[src/rtl/dma2d_pkg.sv]
package dma2d_pkg;
  typedef enum logic {ST_IDLE = 1'b0, ST_RUN = 1'b1} seq_st_e;
  localparam int CTRL_BURST_BIT = 4;
  localparam int CTRL_DIR_BIT   = 5;
endpackage

[src/rtl/dma2d_cnt.sv]
module dma2d_cnt #(
  parameter int LW = 16,
  parameter int CW = 16,
  localparam int RW = LW + CW + 1
) (
  input  logic          clk_i,
  input  logic          rst_ni,
  input  logic          load_i,
  input  logic          adv_i,
  input  logic [LW-1:0] len_i,
  input  logic [CW-1:0] cnt_i,
  input  logic [LW-1:0] stride_i,
  output logic          loop_o,
  output logic          eol_o,
  output logic          last_line_o,
  output logic          half_hit_o,
  output logic          region_end_o
);
  logic [LW-1:0] len_q, col_q;
  logic [CW-1:0] cnt_q, row_q;
  logic [RW-1:0] region_q, idx_q;
  logic [RW-1:0] half_w;

  assign half_w       = region_q >> 1;
  assign loop_o       = (len_q == '0);
  assign eol_o        = (col_q == len_q - LW'(1));
  assign last_line_o  = (row_q == cnt_q);
  assign region_end_o = (idx_q == region_q - RW'(1));
  assign half_hit_o   = (half_w != '0) && (idx_q == half_w - RW'(1));

  always_ff @(posedge clk_i or negedge rst_ni) begin
    if (!rst_ni) begin
      len_q    <= '0;
      cnt_q    <= '0;
      region_q <= '0;
      col_q    <= '0;
      row_q    <= '0;
      idx_q    <= '0;
    end else if (load_i) begin
      len_q    <= len_i;
      cnt_q    <= cnt_i;
      region_q <= RW'(stride_i) * (RW'(cnt_i) + RW'(1));
      col_q    <= '0;
      row_q    <= '0;
      idx_q    <= '0;
    end else if (adv_i) begin
      idx_q <= region_end_o ? '0 : idx_q + RW'(1);
      if (eol_o) begin
        col_q <= '0;
        row_q <= row_q + CW'(1);
      end else begin
        col_q <= col_q + LW'(1);
      end
    end
  end

  // frame column never passes the programmed line length
  p_col_bound_r4: assert property (@(posedge clk_i) disable iff (!rst_ni)
    (!loop_o) |-> (col_q < len_q));
  // loop index stays inside the region
  p_idx_bound_r6: assert property (@(posedge clk_i) disable iff (!rst_ni)
    (loop_o && region_q != '0) |-> (idx_q < region_q));
endmodule

[src/rtl/dma2d_addr.sv]
module dma2d_addr #(
  parameter int AW = 32,
  parameter int LW = 16
) (
  input  logic          clk_i,
  input  logic          rst_ni,
  input  logic          load_i,
  input  logic          adv_i,
  input  logic          loop_i,
  input  logic          eol_i,
  input  logic          last_line_i,
  input  logic          region_end_i,
  input  logic [AW-1:0] base_i,
  input  logic [LW-1:0] stride_i,
  output logic [AW-1:0] cur_o
);
  logic [AW-1:0] base_q, ls_q, cur_q, next_ls;
  logic [LW-1:0] stride_q;

  assign next_ls = ls_q + AW'(stride_q);
  assign cur_o   = cur_q;

  always_ff @(posedge clk_i or negedge rst_ni) begin
    if (!rst_ni) begin
      base_q   <= '0;
      ls_q     <= '0;
      cur_q    <= '0;
      stride_q <= '0;
    end else if (load_i) begin
      base_q   <= base_i;
      ls_q     <= base_i;
      cur_q    <= base_i;
      stride_q <= stride_i;
    end else if (adv_i) begin
      if (loop_i && region_end_i) begin
        cur_q <= base_q;
      end else if (!loop_i && eol_i && !last_line_i) begin
        ls_q  <= next_ls;
        cur_q <= next_ls;
      end else begin
        cur_q <= cur_q + AW'(1);
      end
    end
  end

  p_wrap_base_r6: assert property (@(posedge clk_i) disable iff (!rst_ni)
    (adv_i && loop_i && region_end_i) |=> (cur_q == base_q));
  p_hold_r3: assert property (@(posedge clk_i) disable iff (!rst_ni)
    (!adv_i && !load_i) |=> $stable(cur_q));
endmodule

[src/rtl/dma2d_addr_seq.sv]
module dma2d_addr_seq
  import dma2d_pkg::*;
#(
  parameter int AW  = 32,
  parameter int LW  = 16,
  parameter int CW  = 16,
  parameter int CTW = 8
) (
  input  logic           clk_i,
  input  logic           rst_ni,
  input  logic           start_i,
  input  logic           stop_i,
  input  logic           loop_en_i,
  input  logic [CTW-1:0] ctrl_i,
  input  logic [AW-1:0]  base_addr_i,
  input  logic [LW-1:0]  line_len_i,
  input  logic [CW-1:0]  line_cnt_i,
  input  logic [LW-1:0]  stride_i,
  input  logic           req_ready_i,
  output logic           req_valid_o,
  output logic [AW-1:0]  req_addr_o,
  output logic           req_dir_o,
  output logic           req_burst_o,
  output logic [AW-1:0]  cur_addr_o,
  output logic           busy_o,
  output logic           done_o,
  output logic           half_o,
  output logic           full_o
);
  seq_st_e st_q;
  logic loop_w, eol_w, last_w, half_w, rend_w;
  logic halt, go, accept, fin;
  logic dir_q, burst_q, done_q, half_q, full_q;
  logic [AW-1:0] cur_w;

  assign halt   = stop_i | (loop_w & ~loop_en_i);
  assign go     = (st_q == ST_IDLE) & start_i & ~stop_i
                & ((line_len_i != '0) | loop_en_i);
  assign req_valid_o = (st_q == ST_RUN) & ~halt;
  assign accept = req_valid_o & req_ready_i;
  assign fin    = accept & ~loop_w & eol_w & last_w;

  dma2d_cnt #(.LW(LW), .CW(CW)) u_cnt (
    .clk_i, .rst_ni,
    .load_i(go), .adv_i(accept),
    .len_i(line_len_i), .cnt_i(line_cnt_i), .stride_i(stride_i),
    .loop_o(loop_w), .eol_o(eol_w), .last_line_o(last_w),
    .half_hit_o(half_w), .region_end_o(rend_w)
  );

  dma2d_addr #(.AW(AW), .LW(LW)) u_addr (
    .clk_i, .rst_ni,
    .load_i(go), .adv_i(accept),
    .loop_i(loop_w), .eol_i(eol_w), .last_line_i(last_w),
    .region_end_i(rend_w),
    .base_i(base_addr_i), .stride_i(stride_i),
    .cur_o(cur_w)
  );

  always_ff @(posedge clk_i or negedge rst_ni) begin
    if (!rst_ni) begin
      st_q    <= ST_IDLE;
      dir_q   <= 1'b0;
      burst_q <= 1'b0;
      done_q  <= 1'b0;
      half_q  <= 1'b0;
      full_q  <= 1'b0;
    end else begin
      done_q <= fin;
      half_q <= accept & loop_w & half_w;
      full_q <= accept & loop_w & rend_w;
      if (go) begin
        st_q    <= ST_RUN;
        dir_q   <= ctrl_i[CTRL_DIR_BIT];
        burst_q <= ctrl_i[CTRL_BURST_BIT];
      end else if (st_q == ST_RUN && (halt || fin)) begin
        st_q <= ST_IDLE;
      end
    end
  end

  assign busy_o      = (st_q == ST_RUN);
  assign req_addr_o  = cur_w;
  assign cur_addr_o  = cur_w;
  assign req_dir_o   = dir_q;
  assign req_burst_o = burst_q;
  assign done_o      = done_q;
  assign half_o      = half_q;
  assign full_o      = full_q;

  p_idle_no_req_r3: assert property (@(posedge clk_i) disable iff (!rst_ni)
    !busy_o |-> !req_valid_o);
  p_stall_hold_r3: assert property (@(posedge clk_i) disable iff (!rst_ni)
    (req_valid_o && !req_ready_i) |=> $stable(req_addr_o));
  p_done_idle_r5: assert property (@(posedge clk_i) disable iff (!rst_ni)
    done_o |-> !busy_o);
  p_done_single_r5: assert property (@(posedge clk_i) disable iff (!rst_ni)
    done_o |=> !done_o);
  p_evt_excl_r7: assert property (@(posedge clk_i) disable iff (!rst_ni)
    $onehot0({done_o, half_o, full_o}));
  p_loop_exit_r8: assert property (@(posedge clk_i) disable iff (!rst_ni)
    (busy_o && loop_w && !loop_en_i) |=> (!busy_o && !done_o));
  p_stop_r9: assert property (@(posedge clk_i) disable iff (!rst_ni)
    (busy_o && stop_i) |=> (!busy_o && !done_o));
  p_ctrl_hold_r10: assert property (@(posedge clk_i) disable iff (!rst_ni)
    busy_o |=> ($stable(req_dir_o) && $stable(req_burst_o)));
endmodule

[config.mk]
export PLATFORM = sky130hd
export DESIGN_NAME = dma2d_addr_seq
export DESIGN_NICKNAME = d
export VERILOG_FILES = /design/src/rtl/dma2d_pkg.sv /design/src/rtl/dma2d_cnt.sv /design/src/rtl/dma2d_addr.sv /design/src/rtl/dma2d_addr_seq.sv
export SDC_FILE = /design/constraint.sdc
export NUM_CORES = 1
export LEC_CHECK = 0
export CORE_ASPECT_RATIO = 1.1
export CORE_MARGIN = 4
export CORE_UTILIZATION = 30
export CTS_CLUSTER_SIZE = 25
export DETAILED_ROUTE_END_ITERATION = 8
export PLACE_DENSITY = 0.5
export SYNTH_ARGS = -nofsm -noshare
export SYNTH_HDL_FRONTEND = slang
export SYNTH_SLANG_ARGS = --single-unit
[constraint.sdc]
create_clock -name clk_i -period 5.9 [get_ports clk_i]
set_input_delay 1.18 -clock clk_i [delete_from_list [all_inputs] [get_ports clk_i]]
set_output_delay 1.18 -clock clk_i [all_outputs]
set_load 0.005 [all_outputs]
==> impl_metrics.json, run 1 <==
{
  "vias": 21900,
  "grt_max_degree": 106,
  "async_flop_share_pct": 100,
  "synth-seq-area-share_pct": 24.3,
  "rsz0062_at_grt": "true",
  "die_h_um": 314,
  "initial_core_util_pct": 30.2,
  "synth_compound_area_share_pct": 12.0,
  "cts_hold_buf": 0,
  "place_hpwl_mm": 60.7,
  "synth_area_um2": 25600,
  "fin_nets": 3729,
  "min_period_ps": 6900,
  "end_kind": "register",
  "max_cap_viol_count": 0,
  "die_w_um": 286,
  "drc": 0,
  "io_pins": 165,
  "cellLeakagePower_uw": 0.0143,
  "ant_nets": 0,
  "syn_nets": 3486,
  "cts_buffers": 35,
  "outcome": "complete, but fails checks",
  "reg2regPathDepth": 12,
  "portBuffers": 158,
  "worst_clock_skew_ps": 30.4,
  "synth-simple-area-share_pct": 24.0,
  "yosysWarningCount": 0,
  "violations": "setup timing",
  "muxShareOfSynthArea_pct": 0.836,
  "ctsLongestPathBuffers": 3,
  "relSlewSlack_pct": 26.1,
  "final_hold_viol_count": 0,
  "critPathMaxFanout": 7,
  "synthCells": 3053,
  "overflow": 0,
  "required_ps": 6320,
  "antenna_found_initial": 2,
  "synth_ff_type": "dfrtp_1",
  "clk_pin_slew_worst_paths_ps": 60,
  "cts_tree": "built",
  "path_depth": 27,
  "grt_usage_pct": 17.4,
  "slowest_stage": "fa_1",
  "fin_crit_sh_pct": 117,
  "grt_pass1_wl_mm": 127,
  "cts.htree.levels": 2,
  "wl_mm": 78.9,
  "cpMostUsedCell": "fa_1",
  "slew_violations": 0,
  "crit_family": "adder cells",
  "synth_top_family_by_area": "simple AND/OR/NAND/NOR gates",
  "ir_worst_vdd_uv": 1030,
  "wl_met3_mm": 2.86,
  "clk_latency_ps": 560,
  "fin_area_um2": 32100,
  "path_buf_inv": 5,
  "start_kind": "input pin",
  "highest_layer": "met4",
  "synthXorXnorAreaFrac_pct": 8.69,
  "dpl-instance-area_um2": 29800,
  "root_buffer": "clkbuf_16",
  "place_congestion": 0.870,
  "ys_ff_latch": 248,
  "synth_edf_count": 0,
  "syn2layout_area_growth_pct": 25.3,
  "p_per_area_nw_per_um2": 579,
  "critPathArrivalTime_ps": 7320,
  "core_um2": 84600,
  "hold_depth": 2,
  "dr_wl_met2_mm": 37.0,
  "final-setup-viol-count": 20,
  "synthAdderAreaFrac_pct": 22.7,
  "die_area_um2": 90000,
  "fin_ws_ps": -1000,
  "tns_ps": -15260,
  "drt-vias-per-instance": 4.90,
  "reg2reg_slack_ps": 1530,
  "max_stage_delay_ps": 540,
  "cts.sink_count": 248,
  "drt_pre_antenna_iters": 6,
  "syn_area_per_cell_um2": 8.38,
  "drtIter0Drc": 1235,
  "post_drt_wl_per_cell_um": 17.7,
  "min_path_type": "reg -> reg",
  "path_class": "in -> reg",
  "yosysUniqueCellTypes": 92,
  "grt_pass1_vias": 22300,
  "row_count": 112,
  "worst_pin_slew_ps": 1080,
  "met1_length_mm": 37.6,
  "drive_above_1_share_pct": 15.9,
  "max_freq_ghz": 0.145
}
-- repair_timing --
item,in CTS,in global routing
gates cloned,0,0
setup endpoints to repair,25,24
buffers inserted,32,19
gates resized for setup,131,107
pin swaps,101,94
-- registers in the layout, indices dropped and copies added, names as in the netlist, 32 cells and up --
name,flops
u_cnt.idx_q,33
u_addr.cur_o,32
u_cnt.region_q,33
u_addr.ls_q,32
u_addr.base_q,32
-- metrics by stage --
stage / setup slack, ps / power, µW / hold slack [ps] / utilization [%] / cells
after floorplan: -1220 / 10300 / 427 / - / 3053
after global placement: -2030 / 14000 / 443 / 35.2 / 4351
after detailed placement: -2120 / 14100 / 456 / 35.2 / 4351
after CTS: -959 / 17500 / 469 / 37.2 / 4447
after global routing: -1250 / 20300 / 491 / 37.9 / 4463
final: -1000 / 18600 / 471 / 37.9 / 4464
-- synth_stat cells (7+ instances only) --
| library cell | n | area (µm²) |
|---|---|---|
| a211o_1 | 9 | 78.8 |
| a211oi_1 | 22 | 165 |
| a21boi_0 | 8 | 60.1 |
| a21o_1 | 36 | 270 |
| a21oi_1 | 90 | 450 |
| a22o_1 | 7 | 61.3 |
| a31oi_1 | 17 | 106 |
| and2_1 | 131 | 820 |
| and3_1 | 45 | 282 |
| buf_1 | 17 | 63.8 |
| buf_2 | 10 | 50.1 |
| buf_4 | 34 | 255 |
| clkbuf_1 | 149 | 559 |
| dfrtp_1 | 248 | 6210 |
| fa_1 | 209 | 4180 |
| ha_1 | 130 | 1630 |
| inv_1 | 254 | 953 |
| mux2i_1 | 18 | 180 |
| nand2_1 | 556 | 2090 |
| nand2b_1 | 26 | 163 |
| nand3_1 | 98 | 490 |
| nand3b_1 | 8 | 60.1 |
| nand4_1 | 47 | 294 |
| nor2_1 | 138 | 518 |
| nor2b_1 | 29 | 181 |
| nor3_1 | 48 | 240 |
| nor3b_1 | 13 | 97.6 |
| nor4_1 | 38 | 238 |
| o211ai_1 | 18 | 135 |
| o21a_1 | 16 | 120 |
| o21ai_0 | 141 | 706 |
| o21bai_1 | 9 | 67.6 |
| o22ai_1 | 14 | 87.6 |
| o31a_1 | 8 | 70.1 |
| o31ai_1 | 8 | 60.1 |
| or2_2 | 14 | 87.6 |
| or3_1 | 16 | 100 |
| or4_1 | 12 | 90.1 |
| xnor2_1 | 146 | 1280 |
| xor2_1 | 105 | 920 |
-- area by class of cell --
| class | count | area [µm²] |
|---|---|---|
| tap | 1140 | 1430 |
| timing repair buffer | 421 | 3920 |
| multi-input combinational | 2336 | 18300 |
| antenna | 1 | 2.50 |
| clock buffer | 44 | 930 |
| fill | 8842 | 52600 |
| sequential | 248 | 6210 |
| inverter | 254 | 956 |
| clock inverter | 20 | 298 |
-- per-layer routing --
| layer | GRT usage (%) | up-vias |
|---|---|---|
| met1 | 24.7 | 10800 |
| met2 | 29.0 | 407 |
| met4 | 3.56 | 0 |
| met5 | 0 | - |
| met3 | 1.82 | 91 |
| li1 | - | 10600 |
-- power by group --
group | switching [µW] | internal (µW) | leakage (µW) | total (µW)
sequential | 528 | 2020 | 0.00312 | 2550
clock | 884 | 1400 | 0.000604 | 2290
combinational | 6590 | 7140 | 0.0106 | 13700
-- cell usage in the layout (no fill, tap or decap), types with 36 or more instances in the layout --
master	count
a21o_1	36
a21oi_1	75
nor3_1	46
xor2_1	102
and3_1	44
nor4_1	37
fa_1	196
clkdlybuf4s50_1	143
inv_1	233
xnor2_1	135
nand3_1	91
nand2_1	535
buf_4	211
buf_6	41
o21ai_0	115
ha_1	112
and2_1	126
nand4_1	47
nor2_1	129
dfrtp_1	248
-- worst reg2reg max path, stage by stage, from the launching register on --
cell and delay (ps):
dfrtp_1 510, inv_1 180, ha_1 300, nor3b_1 500
nand4_1 150, buf_4 240, nor4_1 430, o22ai_1 160
nor4_1 270, nand4b_1 220, a2111oi_4 990, a21oi_1 170
o21a_1 150
-- kinds of logic after synthesis --
| family | after synthesis |
|---|---|
| AND/OR/NAND/NOR | 1255 |
| multiplexers | 21 |
| adder cells (fa/ha/maj) | 339 |
| buffers and inverters | 469 |
| AO/OA/AOI/OAI | 469 |
| XOR/XNOR | 252 |
| flip-flops | 248 |
-- path summary, 6_finish.rpt --
check | end | startpoint
max | u_cnt.region_q[30] | line_cnt_i[3]
max in group asynchronous | u_addr.stride_q[4] | rst_ni
max reg2reg | u_addr.cur_o[28] | u_cnt.region_q[2]
min reg2reg | u_addr.base_q[3] | u_addr.base_q[3]
min | u_addr.base_q[3] | u_addr.base_q[3]
min in group asynchronous | u_addr.base_q[25] | rst_ni
No activity file was read; power rests on OpenSTA's default activity.
==> run 2: changes to the inputs <==
--- a/config.mk
+++ b/config.mk
@@ -8,6 +8,7 @@
 export CORE_ASPECT_RATIO = 1.1
 export CORE_MARGIN = 4
 export CORE_UTILIZATION = 30
+export CTS_CLUSTER_DIAMETER = 30
 export CTS_CLUSTER_SIZE = 25
 export DETAILED_ROUTE_END_ITERATION = 8
 export PLACE_DENSITY = 0.5
==> impl_metrics.json, run 2 (synthesized netlist as in run 1, its figures left out) <==
{
  "required_ps": 6380,
  "end_kind": "register",
  "place_congestion": 0.870,
  "dp_slack_ps": -2120,
  "swShare_pct": 41.3,
  "fillers": 8740,
  "internal_power_uw": 11900,
  "rsz0062_at_grt": "true",
  "vias": 22200,
  "min_path_type": "reg -> reg",
  "worst_clock_skew_ps": 32.1,
  "critPathArrivalTime_ps": 7300,
  "antenna_found_initial": 2,
  "syn2layout_area_growth_pct": 30.0,
  "die_w_um": 286,
  "io_pins": 165,
  "overflow": 0,
  "critPathMaxFanout": 5,
  "outcome": "complete, but fails checks",
  "post-route-util_pct": 39.3,
  "fin_crit_sh_pct": 116,
  "post_drt_wl_per_cell_um": 17.6,
  "p_sw_uw": 8400,
  "clk_latency_ps": 620,
  "grt_max_degree": 106,
  "drt-vias-per-instance": 4.90,
  "cts_buffers": 71,
  "min_period_ps": 6820,
  "drtIter0Drc": 1250,
  "p_per_area_nw_per_um2": 611,
  "final_hold_viol_count": 0,
  "seqPwrFrac_pct": 12.6,
  "ir_worst_vdd_uv": 916,
  "drive_above_1_share_pct": 17.0,
  "portBuffers": 158,
  "power_frac_clock_pct": 19.4,
  "worst_pin_slew_ps": 1060,
  "final-setup-viol-count": 21,
  "place_hpwl_mm": 60.7,
  "initial_core_util_pct": 30.2,
  "start_kind": "input pin",
  "die_h_um": 314,
  "die_area_um2": 90000,
  "cts_tree": "built",
  "clk_pin_slew_worst_paths_ps": 40,
  "final_common_cell": "nand2_1",
  "drc": 0,
  "max_cap_viol_count": 0,
  "comb_power_share_pct": 68.0,
  "max_freq_ghz": 0.147,
  "row_count": 112,
  "grt_usage_pct": 17.7,
  "cts.htree.levels": 3,
  "cellLeakagePower_uw": 0.0149,
  "root_buffer": "clkbuf_16",
  "fin_nets": 3763,
  "slew_violations": 0,
  "ant_nets": 0,
  "cts.sink_count": 248,
  "fin_ws_ps": -920,
  "finalPower_uw": 20300,
  "grt_pass1_vias": 22700,
  "tns_ps": -14720,
  "violations": "setup timing",
  "wl_mm": 79.8,
  "grt_pass1_wl_mm": 128,
  "final_cell_mix": "538 x nand2_1, 248 x dfrtp_1, 232 x inv_1",
  "top_regs": "u_cnt.idx_q: 33 flops, u_cnt.region_q: 33 flops",
  "path_class": "in -> reg",
  "core_um2": 84600,
  "relSlewSlack_pct": 27.7,
  "drt_pre_antenna_iters": 5,
  "ctsLongestPathBuffers": 3
}
==> run 2: worst paths after layout <==
kind                              startpoint                   to  slack, ps  depth (start not counted)
setup / recovery               line_cnt_i[9]   u_cnt.region_q[30]       -920                         27
hold / removal              u_addr.base_q[3]     u_addr.base_q[3]        470                          2
setup reg to reg           u_cnt.region_q[2]      u_addr.cur_o[7]       1560                         12
hold reg to reg             u_addr.base_q[3]     u_addr.base_q[3]        470                          2
max in group asynchronous             rst_ni  u_addr.stride_q[12]       4070                          2
min in group asynchronous             rst_ni    u_addr.base_q[25]        610                          1
==> run 2: critical path, stage by stage <==
cell and delay [ps]:
buf_6 70, nand4_1 210, or2_4 370, nand2b_4 170, xnor2_4 220, buf_12 150
buf_6 90, nand2_2 50, fa_1 460, fa_1 500, inv_1 50, fa_1 490
fa_1 430, fa_1 490, inv_1 50, fa_1 520, inv_2 50, ha_4 300
nand2_1 60, o21a_1 210, o221ai_2 180, a311o_1 190, a31oi_1 100, o21ba_2 250
o21bai_1 170, mux2i_1 190, nand3_1 80
==> run 2: metrics by stage <==
stage | cells | hold slack, ps | instance area [µm²]
2_1_floorplan | 3053 | 427 | 26000
3_3_place_gp | 4351 | 443 | 29800
3_5_place_dp | 4351 | 456 | 29800
4_1_cts | 4508 | 466 | 32800
5_1_grt | 4523 | 488 | 33300
6_report | 4524 | 468 | 33300
==> run 2: power by group through the flow <==
stage / sequential, µW / combinational [µW] / clock [µW]
after global routing: 2620 / 15400 / 4120
after CTS: 2550 / 12800 / 4030
after global placement: 2570 / 11400 / 0
final: 2560 / 13800 / 3950
after detailed placement: 2570 / 11500 / 0
after floorplan: 2260 / 8000 / 0
==> run 2: routing by layer <==
layer / track usage (%) / part of all wire (%)
met5: 0 / 0
met4: 4.49 / 2.2
met3: 2.71 / 3.9
met2: 28.9 / 46
met1: 24.6 / 47
==> run 2: final cells by class <==
cell class                      instances  area, µm²  area share, %
Multi-Input combinational cell       2336      18300           55.0
Sequential cell                       248       6210           18.7
Timing Repair Buffer                  419       3910           11.7
Clock buffer                           91       1940           5.84
Tap cell                             1140       1430           4.29
Inverter                              254        956           2.87
Clock inverter                         35        527           1.58
Antenna cell                            1       2.50        0.00752
==> run 2: repair_timing <==
action                     4_1_cts  5_1_grt
hold endpoints to repair         0        0
gates resized for setup        140       86
hold buffers                     0        0
pin swaps                      107       72
buffers inserted                31       20
setup endpoints to repair       25       23
